[src/rtl/smr_pkg.sv]
package smr_pkg;
    typedef enum logic [3:0] {
        ST_IDLE,
        ST_DEV,
        ST_ACK_WR,
        ST_AHI,
        ST_ACK_HI,
        ST_ALO,
        ST_ACK_LO,
        ST_WAIT_RS,
        ST_ACK_RD,
        ST_TX,
        ST_TX_ACK,
        ST_DROP
    } smr_state_e;

    localparam int BYTE_BITS = 8;
endpackage

[src/rtl/smr_sync.sv]
module smr_sync #(
    parameter int WIDTH  = 2,
    parameter int STAGES = 2
) (
    input  logic             clk,
    input  logic             rst_n,
    input  logic [WIDTH-1:0] d_i,
    output logic [WIDTH-1:0] q_o
);
    // Bus lines idle high, so every stage resets to ones.
    logic [STAGES-1:0][WIDTH-1:0] stg_q;

    always_ff @(posedge clk or negedge rst_n) begin
        if (!rst_n) begin
            stg_q <= '1;
        end else begin
            stg_q <= {stg_q[STAGES-2:0], d_i};
        end
    end

    assign q_o = stg_q[STAGES-1];
endmodule

[src/rtl/smr_busev.sv]
module smr_busev (
    input  logic clk,
    input  logic rst_n,
    input  logic scl_s,
    input  logic sda_s,
    output logic start_o,
    output logic stop_o,
    output logic rise_o,
    output logic fall_o
);
    logic scl_q, sda_q;

    always_ff @(posedge clk or negedge rst_n) begin
        if (!rst_n) begin
            scl_q <= 1'b1;
            sda_q <= 1'b1;
        end else begin
            scl_q <= scl_s;
            sda_q <= sda_s;
        end
    end

    // A data line edge while the clock stays high marks a bus condition.
    assign start_o = scl_q & scl_s & sda_q & ~sda_s;
    assign stop_o  = scl_q & scl_s & ~sda_q & sda_s;
    assign rise_o  = ~scl_q & scl_s;
    assign fall_o  = scl_q & ~scl_s;
endmodule

[src/rtl/smr_rom.sv]
module smr_rom #(
    parameter int ADDR_W = 14
) (
    input  logic              clk,
    input  logic [ADDR_W-1:0] addr_i,
    output logic [7:0]        data_o
);
    logic [15:0] wide;

    // The array contents are computed from the address, so no table is stored.
    assign wide = 16'(addr_i);

    always_ff @(posedge clk) begin
        data_o <= wide[7:0] ^ wide[15:8];
    end
endmodule

[src/rtl/smr_target.sv]
module smr_target #(
    parameter logic [6:0] DEV_CODE    = 7'b1010000,
    parameter int         MAX_ADDR    = 16383,
    parameter int         SYNC_STAGES = 2
) (
    input  logic clk,
    input  logic rst_n,
    input  logic scl_i,
    input  logic sda_i,
    input  logic wc_i,
    output logic sda_oe
);
    import smr_pkg::*;

    localparam int                ADDR_W = $clog2(MAX_ADDR + 1);
    localparam logic [ADDR_W-1:0] TOP_A  = ADDR_W'(MAX_ADDR);
    localparam logic [3:0]        LAST_B = 4'(BYTE_BITS);

    logic scl_s, sda_s;
    logic ev_start, ev_stop, ev_rise, ev_fall;
    logic [7:0] rd_data;

    smr_state_e        state_q, state_d;
    logic [3:0]        cnt_q, cnt_d;
    logic [7:0]        sh_q, sh_d;
    logic [7:0]        ahi_q, ahi_d;
    logic [ADDR_W-1:0] addr_q, addr_d;
    logic              oe_q, oe_d;
    logic              mack_q, mack_d;
    logic              wc_unused;

    assign wc_unused = wc_i;

    smr_sync #(.WIDTH(2), .STAGES(SYNC_STAGES)) u_sync (
        .clk   (clk),
        .rst_n (rst_n),
        .d_i   ({scl_i, sda_i}),
        .q_o   ({scl_s, sda_s})
    );

    smr_busev u_ev (
        .clk     (clk),
        .rst_n   (rst_n),
        .scl_s   (scl_s),
        .sda_s   (sda_s),
        .start_o (ev_start),
        .stop_o  (ev_stop),
        .rise_o  (ev_rise),
        .fall_o  (ev_fall)
    );

    smr_rom #(.ADDR_W(ADDR_W)) u_rom (
        .clk    (clk),
        .addr_i (addr_q),
        .data_o (rd_data)
    );

    // Next-state and datapath decisions; output enable updates only on SCL falls.
    always_comb begin
        logic load_byte;
        logic [15:0] full_a;
        state_d   = state_q;
        cnt_d     = cnt_q;
        sh_d      = sh_q;
        ahi_d     = ahi_q;
        addr_d    = addr_q;
        oe_d      = oe_q;
        mack_d    = mack_q;
        load_byte = 1'b0;
        full_a    = {ahi_q, sh_q};
        if (ev_stop) begin
            state_d = ST_IDLE;
            oe_d    = 1'b0;
        end else if (ev_start) begin
            state_d = ST_DEV;
            cnt_d   = '0;
            oe_d    = 1'b0;
        end else begin
            unique case (state_q)
                ST_IDLE, ST_WAIT_RS, ST_DROP: begin
                end
                ST_DEV: begin
                    if (ev_rise) begin
                        sh_d  = {sh_q[6:0], sda_s};
                        cnt_d = cnt_q + 4'd1;
                    end else if (ev_fall && cnt_q == LAST_B) begin
                        if (sh_q[7:1] == DEV_CODE) begin
                            oe_d    = 1'b1;
                            state_d = sh_q[0] ? ST_ACK_RD : ST_ACK_WR;
                        end else begin
                            state_d = ST_DROP;
                        end
                    end
                end
                ST_ACK_WR: begin
                    if (ev_fall) begin
                        oe_d    = 1'b0;
                        cnt_d   = '0;
                        state_d = ST_AHI;
                    end
                end
                ST_AHI: begin
                    if (ev_rise) begin
                        sh_d  = {sh_q[6:0], sda_s};
                        cnt_d = cnt_q + 4'd1;
                    end else if (ev_fall && cnt_q == LAST_B) begin
                        ahi_d   = sh_q;
                        oe_d    = 1'b1;
                        state_d = ST_ACK_HI;
                    end
                end
                ST_ACK_HI: begin
                    if (ev_fall) begin
                        oe_d    = 1'b0;
                        cnt_d   = '0;
                        state_d = ST_ALO;
                    end
                end
                ST_ALO: begin
                    if (ev_rise) begin
                        sh_d  = {sh_q[6:0], sda_s};
                        cnt_d = cnt_q + 4'd1;
                    end else if (ev_fall && cnt_q == LAST_B) begin
                        addr_d  = ADDR_W'(full_a);
                        oe_d    = 1'b1;
                        state_d = ST_ACK_LO;
                    end
                end
                ST_ACK_LO: begin
                    if (ev_fall) begin
                        oe_d    = 1'b0;
                        state_d = ST_WAIT_RS;
                    end
                end
                ST_ACK_RD: begin
                    if (ev_fall) begin
                        load_byte = 1'b1;
                    end
                end
                ST_TX: begin
                    if (ev_fall) begin
                        if (cnt_q == 4'd7) begin
                            oe_d    = 1'b0;
                            state_d = ST_TX_ACK;
                        end else begin
                            sh_d  = {sh_q[6:0], 1'b0};
                            oe_d  = ~sh_q[6];
                            cnt_d = cnt_q + 4'd1;
                        end
                    end
                end
                ST_TX_ACK: begin
                    if (ev_rise) begin
                        mack_d = ~sda_s;
                    end else if (ev_fall) begin
                        if (mack_q) begin
                            load_byte = 1'b1;
                        end else begin
                            state_d = ST_DROP;
                        end
                    end
                end
                default: state_d = ST_IDLE;
            endcase
            if (load_byte) begin
                sh_d    = rd_data;
                oe_d    = ~rd_data[7];
                cnt_d   = '0;
                addr_d  = (addr_q == TOP_A) ? '0 : addr_q + 1'b1;
                state_d = ST_TX;
            end
        end
    end

    // State register.
    always_ff @(posedge clk or negedge rst_n) begin
        if (!rst_n) begin
            state_q <= ST_IDLE;
        end else begin
            state_q <= state_d;
        end
    end

    // Datapath and output registers.
    always_ff @(posedge clk or negedge rst_n) begin
        if (!rst_n) begin
            cnt_q  <= '0;
            sh_q   <= '0;
            ahi_q  <= '0;
            addr_q <= '0;
            oe_q   <= 1'b0;
            mack_q <= 1'b0;
        end else begin
            cnt_q  <= cnt_d;
            sh_q   <= sh_d;
            ahi_q  <= ahi_d;
            addr_q <= addr_d;
            oe_q   <= oe_d;
            mack_q <= mack_d;
        end
    end

    assign sda_oe = oe_q;

    // the output enable only moves after a cycle in which SCL was low.
    assert_oe_scl_low_R11: assert property (@(posedge clk) disable iff (!rst_n)
        !$stable(sda_oe) |-> !$past(scl_s));

    // the data line is left free while header bits are shifted in.
    assert_no_drive_rx_R2: assert property (@(posedge clk) disable iff (!rst_n)
        (state_q == ST_DEV || state_q == ST_AHI || state_q == ST_ALO) |-> !sda_oe);

    // once dropped, the block stays off the bus.
    assert_drop_quiet_R3: assert property (@(posedge clk) disable iff (!rst_n)
        (state_q == ST_DROP) |-> !sda_oe);

    // the controller's acknowledge slot is never driven.
    assert_ack_slot_free_R8: assert property (@(posedge clk) disable iff (!rst_n)
        (state_q == ST_TX_ACK) |-> !sda_oe);

    // a counter change that is not an address load is a single wrapping step.
    assert_counter_step_R7: assert property (@(posedge clk) disable iff (!rst_n)
        ((addr_q != $past(addr_q)) && ($past(state_q) != ST_ALO)) |->
        (addr_q == (($past(addr_q) == TOP_A) ? '0 : $past(addr_q) + 1'b1)));

    // a START always leads into device select reception.
    assert_start_restart_R12: assert property (@(posedge clk) disable iff (!rst_n)
        ev_start |=> (state_q == ST_DEV));
endmodule

[config.mk]
export PLATFORM = sky130hd
export DESIGN_NAME = smr_target
export DESIGN_NICKNAME = d
export VERILOG_FILES = /design/src/rtl/smr_pkg.sv /design/src/rtl/smr_sync.sv /design/src/rtl/smr_busev.sv /design/src/rtl/smr_rom.sv /design/src/rtl/smr_target.sv
export SDC_FILE = /design/constraint.sdc
export NUM_CORES = 1
export LEC_CHECK = 0
export ABC_AREA = 0
export BUFFER_PORTS_ARGS = -buffer_cell sky130_fd_sc_hd__buf_4
export CAP_MARGIN = 20
export CORE_UTILIZATION = 35
export DETAILED_ROUTE_END_ITERATION = 16
export PLACE_DENSITY_LB_ADDON = 0.2
export SETUP_SLACK_MARGIN = 0.02
export SLEW_MARGIN = 25
export SYNTH_ARGS = -nofsm -noshare
export SYNTH_HDL_FRONTEND = slang
export SYNTH_SLANG_ARGS = --single-unit
[constraint.sdc]
create_clock -name clk -period 4.1 [get_ports clk]
set_clock_uncertainty 0.05 [all_clocks]
set_input_delay 0.82 -clock clk [delete_from_list [all_inputs] [get_ports clk]]
set_output_delay 0.82 -clock clk [all_outputs]
set_load 0.02 [all_outputs]
==> flow_summary.ini <==
[outcome]
outcome = finished clean

[logic_synthesis]
postSynthAreaPerCell_um2 = 9.32
syn-cell-area_um2 = 2840
synth_seq_area_share = 0.446
postSynth.asyncResetShare = 0.846
synth-edff-count = 0
postSynthCellCount = 305
number_of_distinct_standard_cells_referenced_by_the_synthesized_netlist = 58
ys_warn_count = 0
dominantRegCellSynth = sky130_fd_sc_hd__dfrtp_1
postSynthNetCount = 313
yosys_register_bits = 52

[clocking]
numCtsBuffers = 5
post_cts.repair.setup_buffers = 0
worst_skew_pair.late_latency_ps = 310
clk_transition_reported_paths_ps = 110
cts-htree-levels = 2
cts-root-to-sink-buffers = 2
root_buffer = sky130_fd_sc_hd__clkbuf_8
cts_tree = built
cts_hold_repair.buffers = 0
cts_repair_resize_count = 0
numClockSinks = 52

[power]
power_per_cell_area_nw_per_um2 = 587
total_leakage_power_nw = 1.26
power.ir.vdd_worst_mv = 0.236

[critical_path]
worstSetupStartpointType = flip-flop
worstSetupPathType = flip-flop to flip-flop
path_max_fanout = 20
critical_path_required_ps = 4260
kind_of_end_point_of_the_critical_path = flip-flop
worst-endpoint-arrival_ps = 2790

[grt]
global_route.usage.met1 = 0.252
grt.met2_usage = 0.260
groute.usage.overall = 0.171
met3_usage = 0.0257
grt_antenna_before_repair = 0
globalRouteOverflowTotal = 0
globalRoute.busiestLayer = met2
grt_start_max_net_pins = 45
global_route_wire_length_before_repair_um = 11300
grt_pass1_vias = 2183

[drt]
via_count = 2250
drt.antenna.violating_nets = 0
routed_wire_length_per_instance_um = 16.8
drc_errors = 0
drt_pre_antenna_iters = 4
route.final.wire_length_um = 6760
initialDrtViolationCount = 181
dr_vias_cell = 5.58

[final_layout]
insertedDiodeCount = 0
final_layout_size_suffix_gt1_frac = 0.130
signed_area_change_from_the_synthesized_netlist_to_the_final_layout_pct = 7.57
finish.utilization = 0.392
layout.nets = 308
finish.cell_count_without_fillers = 403
fillCellCount = 800

[floorplan]
design.core.area_um2 = 7810
std_cell_rows = 32
io_pins = 6
fp.dieArea_um2 = 8480
die_w_um = 92.1
fp.dieH_um = 92.1
starting_density_of_the_core = 0.364

[hold_path]
worst_hold_path_type = flip-flop to flip-flop

[place]
dp_cells = 395
place.port_buffers = 4
place.detailed.hpwl_um = 4520
final_weighted_congestion_of_routability_driven_global_placement = 0.880

[timing]
layout_worst_path_cycle_share = 0.643
finalSetupViolations = 0
max_freq_mhz = 380
tightestPinTransition_ps = 643
rsz0062_at_grt = false
hold_violations = 0
finalMaxSlewViolations = 0
fin_crit_ps = 2630
setup_total_negative_slack_ps = 0
fin_hold_ws_ps = 312
worst_slew_margin_rel = 0.570

[flow_run]
maxCapViolCount = 0
-- through the flow --
step | setup slack [ps] | cell area [um2] | power [W]
5_1_grt | 1310 | 3060 | 0.00193
3_5_place_dp | 1490 | 2940 | 0.00143
3_3_place_gp | 1490 | 2940 | 0.00142
2_1_floorplan | 1850 | 2840 | 0.00127
6_report | 1470 | 3060 | 0.00179
4_1_cts | 1470 | 3060 | 0.00181
-- registers in the layout, indices dropped and copies added, names as in the netlist --
name	cells
u_sync.q_o	2
sda_oe	1
u_ev.sda_q	1
mack_q	1
u_ev.scl_q	1
u_sync.stg_q	2
addr_q	14
cnt_q	4
ahi_q	6
sh_q	8
state_q	4
u_rom.data_o	8
-- cell families after synthesis --
kind of cell	share of synthesized area
adder cells (fa/ha/maj)	0.0132
multiplexers	0.0423
AO/OA/AOI/OAI	0.204
flip-flops	0.446
buffers and inverters	0.0410
AND/OR/NAND/NOR	0.229
XOR/XNOR	0.0247
-- final cells by class --
class	instances	area, um2	area share
clock buffer	5	68.8	0.0225
clock inverter	3	46.3	0.0151
inverter	10	37.5	0.0123
multi-input combinational	225	1460	0.479
sequential	52	1270	0.415
tap	102	128	0.0418
timing repair buffer	6	45.0	0.0147
-- worst max-delay path: stages, from the launching register on --
cell	delay, ps
sky130_fd_sc_hd__dfrtp_1	750
sky130_fd_sc_hd__nor2b_1	180
sky130_fd_sc_hd__o21ba_2	240
sky130_fd_sc_hd__o31a_4	360
sky130_fd_sc_hd__nor4_4	530
sky130_fd_sc_hd__mux2_2	400
-- layer usage --
| metal | wire length [um] | vias to the layer above |
|---|---|---|
| met5 | 0 | - |
| met2 | 2920 | 48 |
| li1 | - | 1113 |
| met1 | 3470 | 1083 |
| met3 | 291 | 6 |
| met4 | 78 | 0 |
-- synth_stat cells, drive strengths merged, types with 2 or more instances --
| cell | number | area, um2 |
|---|---|---|
| nor2b | 9 | 63.8 |
| dfrtp | 38 | 951 |
| o21ai | 19 | 95.1 |
| inv | 10 | 37.5 |
| mux2i | 3 | 30.0 |
| ha | 3 | 37.5 |
| nand3 | 9 | 45.0 |
| and4 | 3 | 26.3 |
| buf | 5 | 30.0 |
| nor3b | 4 | 30.0 |
| xor2 | 6 | 52.6 |
| o221ai | 2 | 17.5 |
| a21o | 4 | 30.0 |
| o311ai | 2 | 17.5 |
| a21oi | 14 | 70.1 |
| nand2 | 38 | 143 |
| a31o | 3 | 26.3 |
| o31a | 2 | 26.3 |
| dfxtp | 8 | 160 |
| nand2b | 2 | 12.5 |
| nor3 | 3 | 15.0 |
| a31oi | 12 | 75.1 |
| o2111ai | 2 | 17.5 |
| a211oi | 4 | 30.0 |
| mux2 | 8 | 90.1 |
| xnor2 | 2 | 17.5 |
| clkbuf | 13 | 48.8 |
| nor2 | 22 | 82.6 |
| nor4 | 5 | 46.3 |
| dfstp | 6 | 158 |
| and3 | 6 | 37.5 |
| nand3b | 3 | 22.5 |
| and2 | 3 | 18.8 |
| or3 | 3 | 18.8 |
| a221o | 7 | 70.1 |
| a311oi | 2 | 17.5 |
| o211ai | 2 | 15.0 |
| nand4b | 2 | 17.5 |
-- layout by cell type, fill, tap and decap left out, types with 2 or more instances in the layout --
master / synthesis / routed
sky130_fd_sc_hd__nand3_1: 9 / 9
sky130_fd_sc_hd__nor2b_1: 8 / 8
sky130_fd_sc_hd__o211ai_1: 2 / 2
sky130_fd_sc_hd__or3_1: 3 / 3
sky130_fd_sc_hd__a31oi_1: 12 / 12
sky130_fd_sc_hd__o221ai_1: 2 / 2
sky130_fd_sc_hd__dfstp_2: 6 / 6
sky130_fd_sc_hd__o2111ai_1: 2 / 2
sky130_fd_sc_hd__clkbuf_8: 0 / 5
sky130_fd_sc_hd__a31o_2: 3 / 3
sky130_fd_sc_hd__dfrtp_1: 38 / 38
sky130_fd_sc_hd__o21ai_0: 19 / 19
sky130_fd_sc_hd__a21o_1: 4 / 4
sky130_fd_sc_hd__a21oi_1: 14 / 14
sky130_fd_sc_hd__mux2_2: 8 / 8
sky130_fd_sc_hd__nand3b_1: 3 / 3
sky130_fd_sc_hd__buf_4: 2 / 6
sky130_fd_sc_hd__a311oi_1: 2 / 2
sky130_fd_sc_hd__and3_1: 6 / 6
sky130_fd_sc_hd__nor3_1: 3 / 3
sky130_fd_sc_hd__ha_1: 3 / 3
sky130_fd_sc_hd__nor2_1: 22 / 22
sky130_fd_sc_hd__o311ai_0: 2 / 2
sky130_fd_sc_hd__mux2i_1: 3 / 3
sky130_fd_sc_hd__a221o_1: 7 / 7
sky130_fd_sc_hd__nand4b_1: 2 / 2
sky130_fd_sc_hd__nand2b_1: 2 / 2
sky130_fd_sc_hd__nor4_1: 4 / 3
sky130_fd_sc_hd__a211oi_1: 4 / 4
sky130_fd_sc_hd__xor2_1: 6 / 6
sky130_fd_sc_hd__nand2_1: 38 / 38
sky130_fd_sc_hd__dfxtp_1: 8 / 8
sky130_fd_sc_hd__and4_1: 3 / 3
sky130_fd_sc_hd__xnor2_1: 2 / 2
sky130_fd_sc_hd__and2_1: 3 / 3
sky130_fd_sc_hd__inv_1: 10 / 10
sky130_fd_sc_hd__nor3b_1: 4 / 4
-- final timing paths --
path                       slack [ps]            end             from  cells after the start
max                              1470       ahi_q[2]       state_q[2]                      5
min                               310  u_sync.q_o[0]  u_sync.stg_q[0]                      0
max reg2reg                      1470       ahi_q[2]       state_q[2]                      5
min reg2reg                       310  u_sync.q_o[0]  u_sync.stg_q[0]                      0
max in group asynchronous        3140         sda_oe            rst_n                      1
min in group asynchronous         450     state_q[0]            rst_n                      1
-- where the power goes --
part | switching [W] | internal, W
Sequential | 0.000200 | 0.000649
Clock | 0.000189 | 0.000185
Combinational | 0.000298 | 0.000273
(Power assumes the default switching activity.)
